$ cat src/rtl/sct_pkg.sv
package sct_pkg;

  // Strobes driven by the control unit into the datapath
  typedef struct packed {
    logic loadSrc;
    logic loadDst;
    logic shiftEn;
  } ctlStrobes_t;

endpackage

$ cat src/rtl/sct_ctrl.sv
module sct_ctrl
  import sct_pkg::*;
#(
  parameter int N = 4
) (
  input  logic        clk,
  input  logic        rstN,
  input  logic        loadSrc,
  input  logic        loadDst,
  input  logic        start,
  output ctlStrobes_t strobes,
  output logic        busy,
  output logic        done
);

  localparam int CW = $clog2(N + 1);
  localparam logic [CW-1:0] LAST = CW'(N - 1);

  logic [CW-1:0] shiftCnt;
  logic          anyLoad;
  logic          lastShift;

  assign anyLoad   = loadSrc | loadDst;
  assign lastShift = busy && !anyLoad && (shiftCnt == LAST);

  assign strobes.loadSrc = loadSrc;
  assign strobes.loadDst = loadDst;
  assign strobes.shiftEn = busy && !anyLoad;

  always_ff @(posedge clk or negedge rstN) begin
    if (!rstN) begin
      busy     <= 1'b0;
      done     <= 1'b0;
      shiftCnt <= '0;
    end else begin
      done <= lastShift;
      if (anyLoad) begin
        busy     <= 1'b0;
        shiftCnt <= '0;
      end else if (busy) begin
        if (lastShift) begin
          busy     <= 1'b0;
          shiftCnt <= '0;
        end else begin
          shiftCnt <= shiftCnt + 1'b1;
        end
      end else if (start) begin
        busy     <= 1'b1;
        shiftCnt <= '0;
      end
    end
  end


  done_pulse_chk: assert property (@(posedge clk) disable iff (!rstN)
    done |=> !done);


  done_busy_fall_chk: assert property (@(posedge clk) disable iff (!rstN)
    done |-> !busy);


  cnt_range_chk: assert property (@(posedge clk) disable iff (!rstN)
    shiftCnt <= LAST);


  load_abort_chk: assert property (@(posedge clk) disable iff (!rstN)
    (loadSrc || loadDst) |=> (!busy && !done));


  start_idle_chk: assert property (@(posedge clk) disable iff (!rstN)
    (!busy && start && !loadSrc && !loadDst) |=> busy);

endmodule

$ cat src/rtl/sct_datapath.sv
module sct_datapath
  import sct_pkg::*;
#(
  parameter int N = 4
) (
  input  logic         clk,
  input  logic         rstN,
  input  ctlStrobes_t  strobes,
  input  logic [N-1:0] srcIn,
  input  logic [N-1:0] dstIn,
  output logic [N-1:0] srcQ,
  output logic [N-1:0] dstQ
);

  logic outBit;
  assign outBit = srcQ[0];

  // Source register: rotate right, bit 0 loops back to the top
  always_ff @(posedge clk or negedge rstN) begin
    if (!rstN) begin
      srcQ <= '0;
    end else if (strobes.loadSrc) begin
      srcQ <= srcIn;
    end else if (strobes.shiftEn && !strobes.loadDst) begin
      srcQ <= {outBit, srcQ[N-1:1]};
    end
  end

  // Destination register: shift right, source bit enters the top
  always_ff @(posedge clk or negedge rstN) begin
    if (!rstN) begin
      dstQ <= '0;
    end else if (strobes.loadDst) begin
      dstQ <= dstIn;
    end else if (strobes.shiftEn && !strobes.loadSrc) begin
      dstQ <= {outBit, dstQ[N-1:1]};
    end
  end


  src_rotate_chk: assert property (@(posedge clk) disable iff (!rstN)
    (strobes.shiftEn && !strobes.loadSrc && !strobes.loadDst)
      |=> srcQ == {$past(srcQ[0]), $past(srcQ[N-1:1])});


  dst_shift_chk: assert property (@(posedge clk) disable iff (!rstN)
    (strobes.shiftEn && !strobes.loadSrc && !strobes.loadDst)
      |=> dstQ == {$past(srcQ[0]), $past(dstQ[N-1:1])});


  hold_chk: assert property (@(posedge clk) disable iff (!rstN)
    (!strobes.shiftEn && !strobes.loadSrc && !strobes.loadDst)
      |=> ($stable(srcQ) && $stable(dstQ)));


  load_src_chk: assert property (@(posedge clk) disable iff (!rstN)
    strobes.loadSrc |=> srcQ == $past(srcIn));

endmodule

$ cat src/rtl/serial_copy_unit.sv
module serial_copy_unit
  import sct_pkg::*;
#(
  parameter int N = 4
) (
  input  logic         clk,
  input  logic         rstN,
  input  logic         loadSrc,
  input  logic         loadDst,
  input  logic [N-1:0] srcIn,
  input  logic [N-1:0] dstIn,
  input  logic         start,
  output logic [N-1:0] srcOut,
  output logic [N-1:0] dstOut,
  output logic         busy,
  output logic         done
);

  ctlStrobes_t strobes;

  sct_ctrl #(.N(N)) u_ctrl (
    .clk     (clk),
    .rstN    (rstN),
    .loadSrc (loadSrc),
    .loadDst (loadDst),
    .start   (start),
    .strobes (strobes),
    .busy    (busy),
    .done    (done)
  );

  sct_datapath #(.N(N)) u_dp (
    .clk     (clk),
    .rstN    (rstN),
    .strobes (strobes),
    .srcIn   (srcIn),
    .dstIn   (dstIn),
    .srcQ    (srcOut),
    .dstQ    (dstOut)
  );


  reset_state_chk: assert property (@(posedge clk)
    !rstN |-> (srcOut == '0 && dstOut == '0 && !busy && !done));

endmodule

$ cat config.mk
export PLATFORM = sky130hd
export DESIGN_NAME = serial_copy_unit
export DESIGN_NICKNAME = d
export VERILOG_FILES = /design/src/rtl/sct_pkg.sv /design/src/rtl/sct_ctrl.sv /design/src/rtl/sct_datapath.sv /design/src/rtl/serial_copy_unit.sv
export SDC_FILE = /design/constraint.sdc
export NUM_CORES = 1
export LEC_CHECK = 0
export BUFFER_PORTS_ARGS = -buffer_cell sky130_fd_sc_hd__buf_2
export CAP_MARGIN = 20
export CORE_AREA = 2 2 39 41
export DETAILED_ROUTE_END_ITERATION = 7
export DIE_AREA = 0 0 41 43
export PLACE_DENSITY = 0.75
export SETUP_SLACK_MARGIN = 0.02
export SKIP_LAST_GASP = 1
export SYNTH_ARGS = -nofsm -noshare
export SYNTH_HDL_FRONTEND = slang
export SYNTH_SLANG_ARGS = --single-unit
$ cat constraint.sdc
create_clock -name clk -period 2.55 [get_ports clk]
set_input_delay 0.765 -clock clk [delete_from_list [all_inputs] [get_ports clk]]
set_output_delay 0.765 -clock clk [all_outputs]
set_load 0.005 [all_outputs]
**Word-level counts from Yosys, hierarchy flattened**

Index checks and enable logic that the tools add are counted.

- Register bits after elaboration: 13
- Output and inout bits: 10
- ROM bits: 0
- RAM bits: 0
- Latch bits: 0
- Memories kept: 0

- Add/subtract/negate cells: 1
- Shifts and indexed selects: 0
- Eq/ne operators: 1
- Multiplexer cells: 12
- Div/mod/pow operators: 0
- Multiply operators: 0
- Order comparisons: 0
- Bitwise logic cells: 1
- Reduce and logical (&&, ||, !) cells: 10

Operator list:

| cell | count |
|---|---|
| 4-bit two-way mux | 4 |
| 3-bit two-way mux | 4 |
| 1-bit logical AND | 4 |
| 1-bit two-way mux | 4 |
| 2-bit nonzero test | 2 |
| 3-bit by 1-bit adder with 3-bit output, second input constant | 1 |
| 3-bit by 2-bit equality test with 1-bit output, second input constant | 1 |
| 1-bit zero test | 3 |
| 3-bit nonzero test | 1 |
| 1-bit OR | 1 |

**Depth between registers and ports, before layout**

- Depth in word-level cells: 7
- Depth in mapped cells: 5
- Mapped depth without buffers: 4

**Hierarchy**

Synthesis repeated with hierarchy kept, for this count alone.

- Cell total of the unflattened synthesis: 64
- Area total of the unflattened synthesis: 698.2 um^2

Modules (own cells, without submodules):

| module | cells an instance | sequential area each (um^2) | area an instance (um^2) | times used |
|---|---|---|---|---|
| sct_datapath | 41 | 200.2 | 444.2 | 1 |
| sct_ctrl | 23 | 125.1 | 254.0 | 1 |

**Worst setup path before layout**

No wires, ideal clock.

- Path kind: in2reg
- Start point: input loadSrc
- End point: register u_dp.dstQ[0]
- Data arrival time: 1.235 ns
- Setup time: 0.132 ns
- Setup slack: 1.183 ns
- Data required time: 2.418 ns
- Stages on the path: 4
- Cells stage by stage: nand2b_2 > buf_6 > mux2i_1 > o21ai_1

- Word-level cells in the longest chain between the ends: 5
- Elaborated cells between the ends (all ways): 6
- Classes of those cells: bitwise (1); reduce/logical (5)

Ends and longest elaborated chain:

| what | line | RTL |
|---|---|---|
| start, declared | serial_copy_unit.sv:8 | `input logic loadSrc,` |
| 1-bit OR | sct_ctrl.sv:23 | `assign anyLoad = loadSrc \| loadDst;` |
| 1-bit zero test | sct_ctrl.sv:28 | `assign strobes.shiftEn = busy && !anyLoad;` |
| 1-bit logical AND | sct_ctrl.sv:28 |  |
| 1-bit logical AND (*) | sct_datapath.sv:35 | `end else if (strobes.shiftEn && !strobes.loadSrc) begin` |
| 2-bit nonzero test (no source line) (*) | - |  |
| end signal, assigned | sct_datapath.sv:34 | `dstQ <= dstIn;` |
| end signal, assigned | sct_datapath.sv:36 | `dstQ <= {outBit, dstQ[N-1:1]};` |
| end, declared | sct_datapath.sv:12 | `output logic [N-1:0] dstQ` |

Mark *: on every way between the ends. The rest lies on a longest branch, timed or not.
A chain may end at the register's enable or synchronous reset.

**Worst setup path after layout**

- Start point: register u_ctrl.busy
- End point: output busy

RTL lines:

| what | line | RTL |
|---|---|---|
| start, declared | sct_ctrl.sv:12 | `output logic busy,` |
| start signal, assigned | sct_ctrl.sv:32 | `busy <= 1'b0;` |
| start signal, assigned | sct_ctrl.sv:38 | `busy <= 1'b0;` |
| start signal, assigned | sct_ctrl.sv:42 | `busy <= 1'b0;` |
| end, declared | serial_copy_unit.sv:15 | `output logic busy,` |

No word-level cell between the ends.

==> reports/qor.yml <==
outcome:
  status: "finished clean"
worst_setup_path:
  crit_family: "flip-flops"
  cp_slowest_cell: "dfrtp_1"
  slowest_delay_ns: 0.55
  path_max_fanout: 11
  cp-start-kind: "register"
  endpoint_kind: "output port"
  path_class: "register to output port"
  crit_arrival_ns: 0.99
  worstPathCellList: "buf_2"
  path_buf_inv: 1
  crit_required_ns: 1.79
routing:
  drt_iter0_markers: 1
  wl_met1_um: 543
  dr_wl_met2_um: 568
  drc: 0
  dr.max_layer_used: "met4"
  wl_met3_um: 77
  routed_wl_mm: 1.19
  routedWlPerCell_um: 12.2
  ant_nets: 0
  routed-via-count: 505
  avgViaCountPerCell: 5.15
  drtPass1Iterations: 3
grt:
  grt_overflow_total: 0
  grt_pass1_vias: 467
  antenna_found_initial: 0
  grt_max_degree: 16
  grt_usage_pct: 16.1
  grt_pass1_wl_mm: 1.93
clock_tree:
  cts_resized: 0
  clock-root-buffer: "clkbuf_4"
  htreeDepth: 1
  clk_path_buf_depth: 2
  post-cts-setup-buffers: 0
  cts_hold_buf: 0
  cts_tree: "built"
  clk_pin_slew_ns: 0.08
  cts_sinks: 13
  clk_latency_ns: 0.26
  cts_buffers: 3
synth:
  yosys_warnings: 0
  synth_seq_cells: 13
  ys_types: 20
  synth.net_count: 74
  netlist_area_sq_um: 624
  synthCells: 60
  synthFlopType: "dfrtp_1"
  synth-edff-count: 0
  yosysSeqAreaShare_pct: 52.1
  synth.avg_cell_area_sq_um: 10.4
  synthArstFlopShare_pct: 100
sta:
  fin_hold_ws_ns: 0.371
  hold_viol_final: 0
  min_period_ns: 1.76
  finalSetupTns_ns: 0
  final_max_slew_viol_count: 0
  fmax_mhz: 569
  skew_ns: 0.000562
  worstMarginPinSlew_ns: 0.339
  maxSlewHeadroom_pct: 77.4
  post-route-period-util_pct: 69.0
  rsz0062_at_grt: "no"
  setup_viol: 0
pwr:
  p_switching_mw: 0.104
  cellLeakagePower_nw: 0.399
  switching_share_pct: 25.2
  p_int_mw: 0.309
  clkPwrFrac_pct: 29.7
  vdd_drop_max_mv: 0.206
  power_per_cell_area_nw_per_um2: 549
  total_power_mw: 0.414
  p_comb_share_pct: 14.4
  pwr-share-seq_pct: 55.9
min_path:
  hp-class: "input pin to asynchronous set/reset pin"
cells_and_area:
  fill_cells: 126
  final_cell_mix: "buf_2 (22), dfrtp_1 (13), nand2_1 (9), o21ai_1 (9), mux2i_1 (8)"
  final_area_sq_um: 754
  num-nets-final: 97
  final_common_cell: "buf_2"
  diodes: 0
  instances_no_fill: 98
  drive_above_1_share_pct: 32.9
  area_growth_pct: 20.8
flow_run:
  cap_violations: 0
floorplan:
  rows: 14
  core-area_sq_um: 1380
  ios: 23
  die_w_um: 41
  die_area_sq_um: 1760
  die_h_um: 43
  start_util_pct: 45.1
placement:
  hpwlAfterDp_um: 885
  dp.cells: 94
  gp_congestion: 0.694
  place_area_sq_um: 728
  port_buffers: 22
==> cell type report <==
class                   count  area, sq um  share of cell area [%]
clock buffers               4         26.3                    3.48
inverters                   2         7.51                   0.995
multi-input cells          41          265                    35.2
flip-flops and latches     13          325                    43.1
well taps                  16         20.0                    2.65
repair buffers             22          110                    14.6
==> final timing paths <==
check | start | endpoint | slack [ns] | depth (start not counted)
setup / recovery | u_ctrl.busy | busy | 0.79 | 1
hold / removal | rstN | u_dp.dstQ[1] | 0.37 | 1
setup reg to reg | u_ctrl.busy | u_dp.srcQ[3] | 1.40 | 3
hold reg to reg | u_ctrl.shiftCnt[2] | u_ctrl.done | 0.49 | 1
max in group asynchronous | rstN | u_ctrl.shiftCnt[0] | 1.95 | 1
min in group clk | u_ctrl.shiftCnt[2] | u_ctrl.done | 0.49 | 1
==> Yosys cell counts, types with 2 or more instances <==
cell type | n | area share, %
dfrtp_1 | 13 | 52
nand2_1 | 9 | 5.4
o21ai_1 | 9 | 7.2
mux2i_1 | 8 | 13
nor3_1 | 3 | 2.4
clkbuf_1 | 2 | 1.2
inv_1 | 2 | 1.2
nand2b_1 | 2 | 2.0
==> cells by family (layout without fill, tap and decap cells) <==
| logic type | after synthesis | after routing | synth area share, % |
|---|---|---|---|
| and+or+nand+nor | 20 | 20 | 17.0 |
| buffers and inverters | 6 | 28 | 5.41 |
| muxes | 8 | 8 | 12.8 |
| DFF | 13 | 13 | 52.1 |
| AOI/OAI and AO/OA | 12 | 12 | 10.6 |
| adders and majority gates | 1 | 1 | 2.00 |
==> registers in the layout (all words and copies together), names as in the netlist <==
name and flops:
u_dp.srcQ 4, u_dp.dstQ 4, u_ctrl.busy 1, u_ctrl.shiftCnt 3
u_ctrl.done 1
==> layer usage <==
metal / global-route usage [%] / vias up
met1: 20.7 / 232
met4: 8.00 / 0
met2: 24.7 / 16
li1: - / 255
met3: 3.14 / 2
met5: 0 / -
==> through the flow <==
| stage | util [%] | worst slack (ns) |
|---|---|---|
| 2_1_floorplan | - | 1.18 |
| 3_3_place_gp | 52.6 | 0.930 |
| 3_5_place_dp | 52.6 | 0.904 |
| 4_1_cts | 54.5 | 0.783 |
| 5_1_grt | 54.5 | 0.748 |
| 6_report | 54.5 | 0.792 |
==> power groups by stage <==
| stage | Sequential, mW | Combinational (mW) | Clock, mW |
|---|---|---|---|
| detailed placement | 0.236 | 0.0604 | 0 |
| finish | 0.231 | 0.0596 | 0.123 |
| CTS | 0.232 | 0.0606 | 0.128 |
| global route | 0.234 | 0.0678 | 0.135 |
| global placement | 0.235 | 0.0586 | 0 |
| floorplan | 0.234 | 0.0306 | 0 |
(Power assumes the default switching activity.)
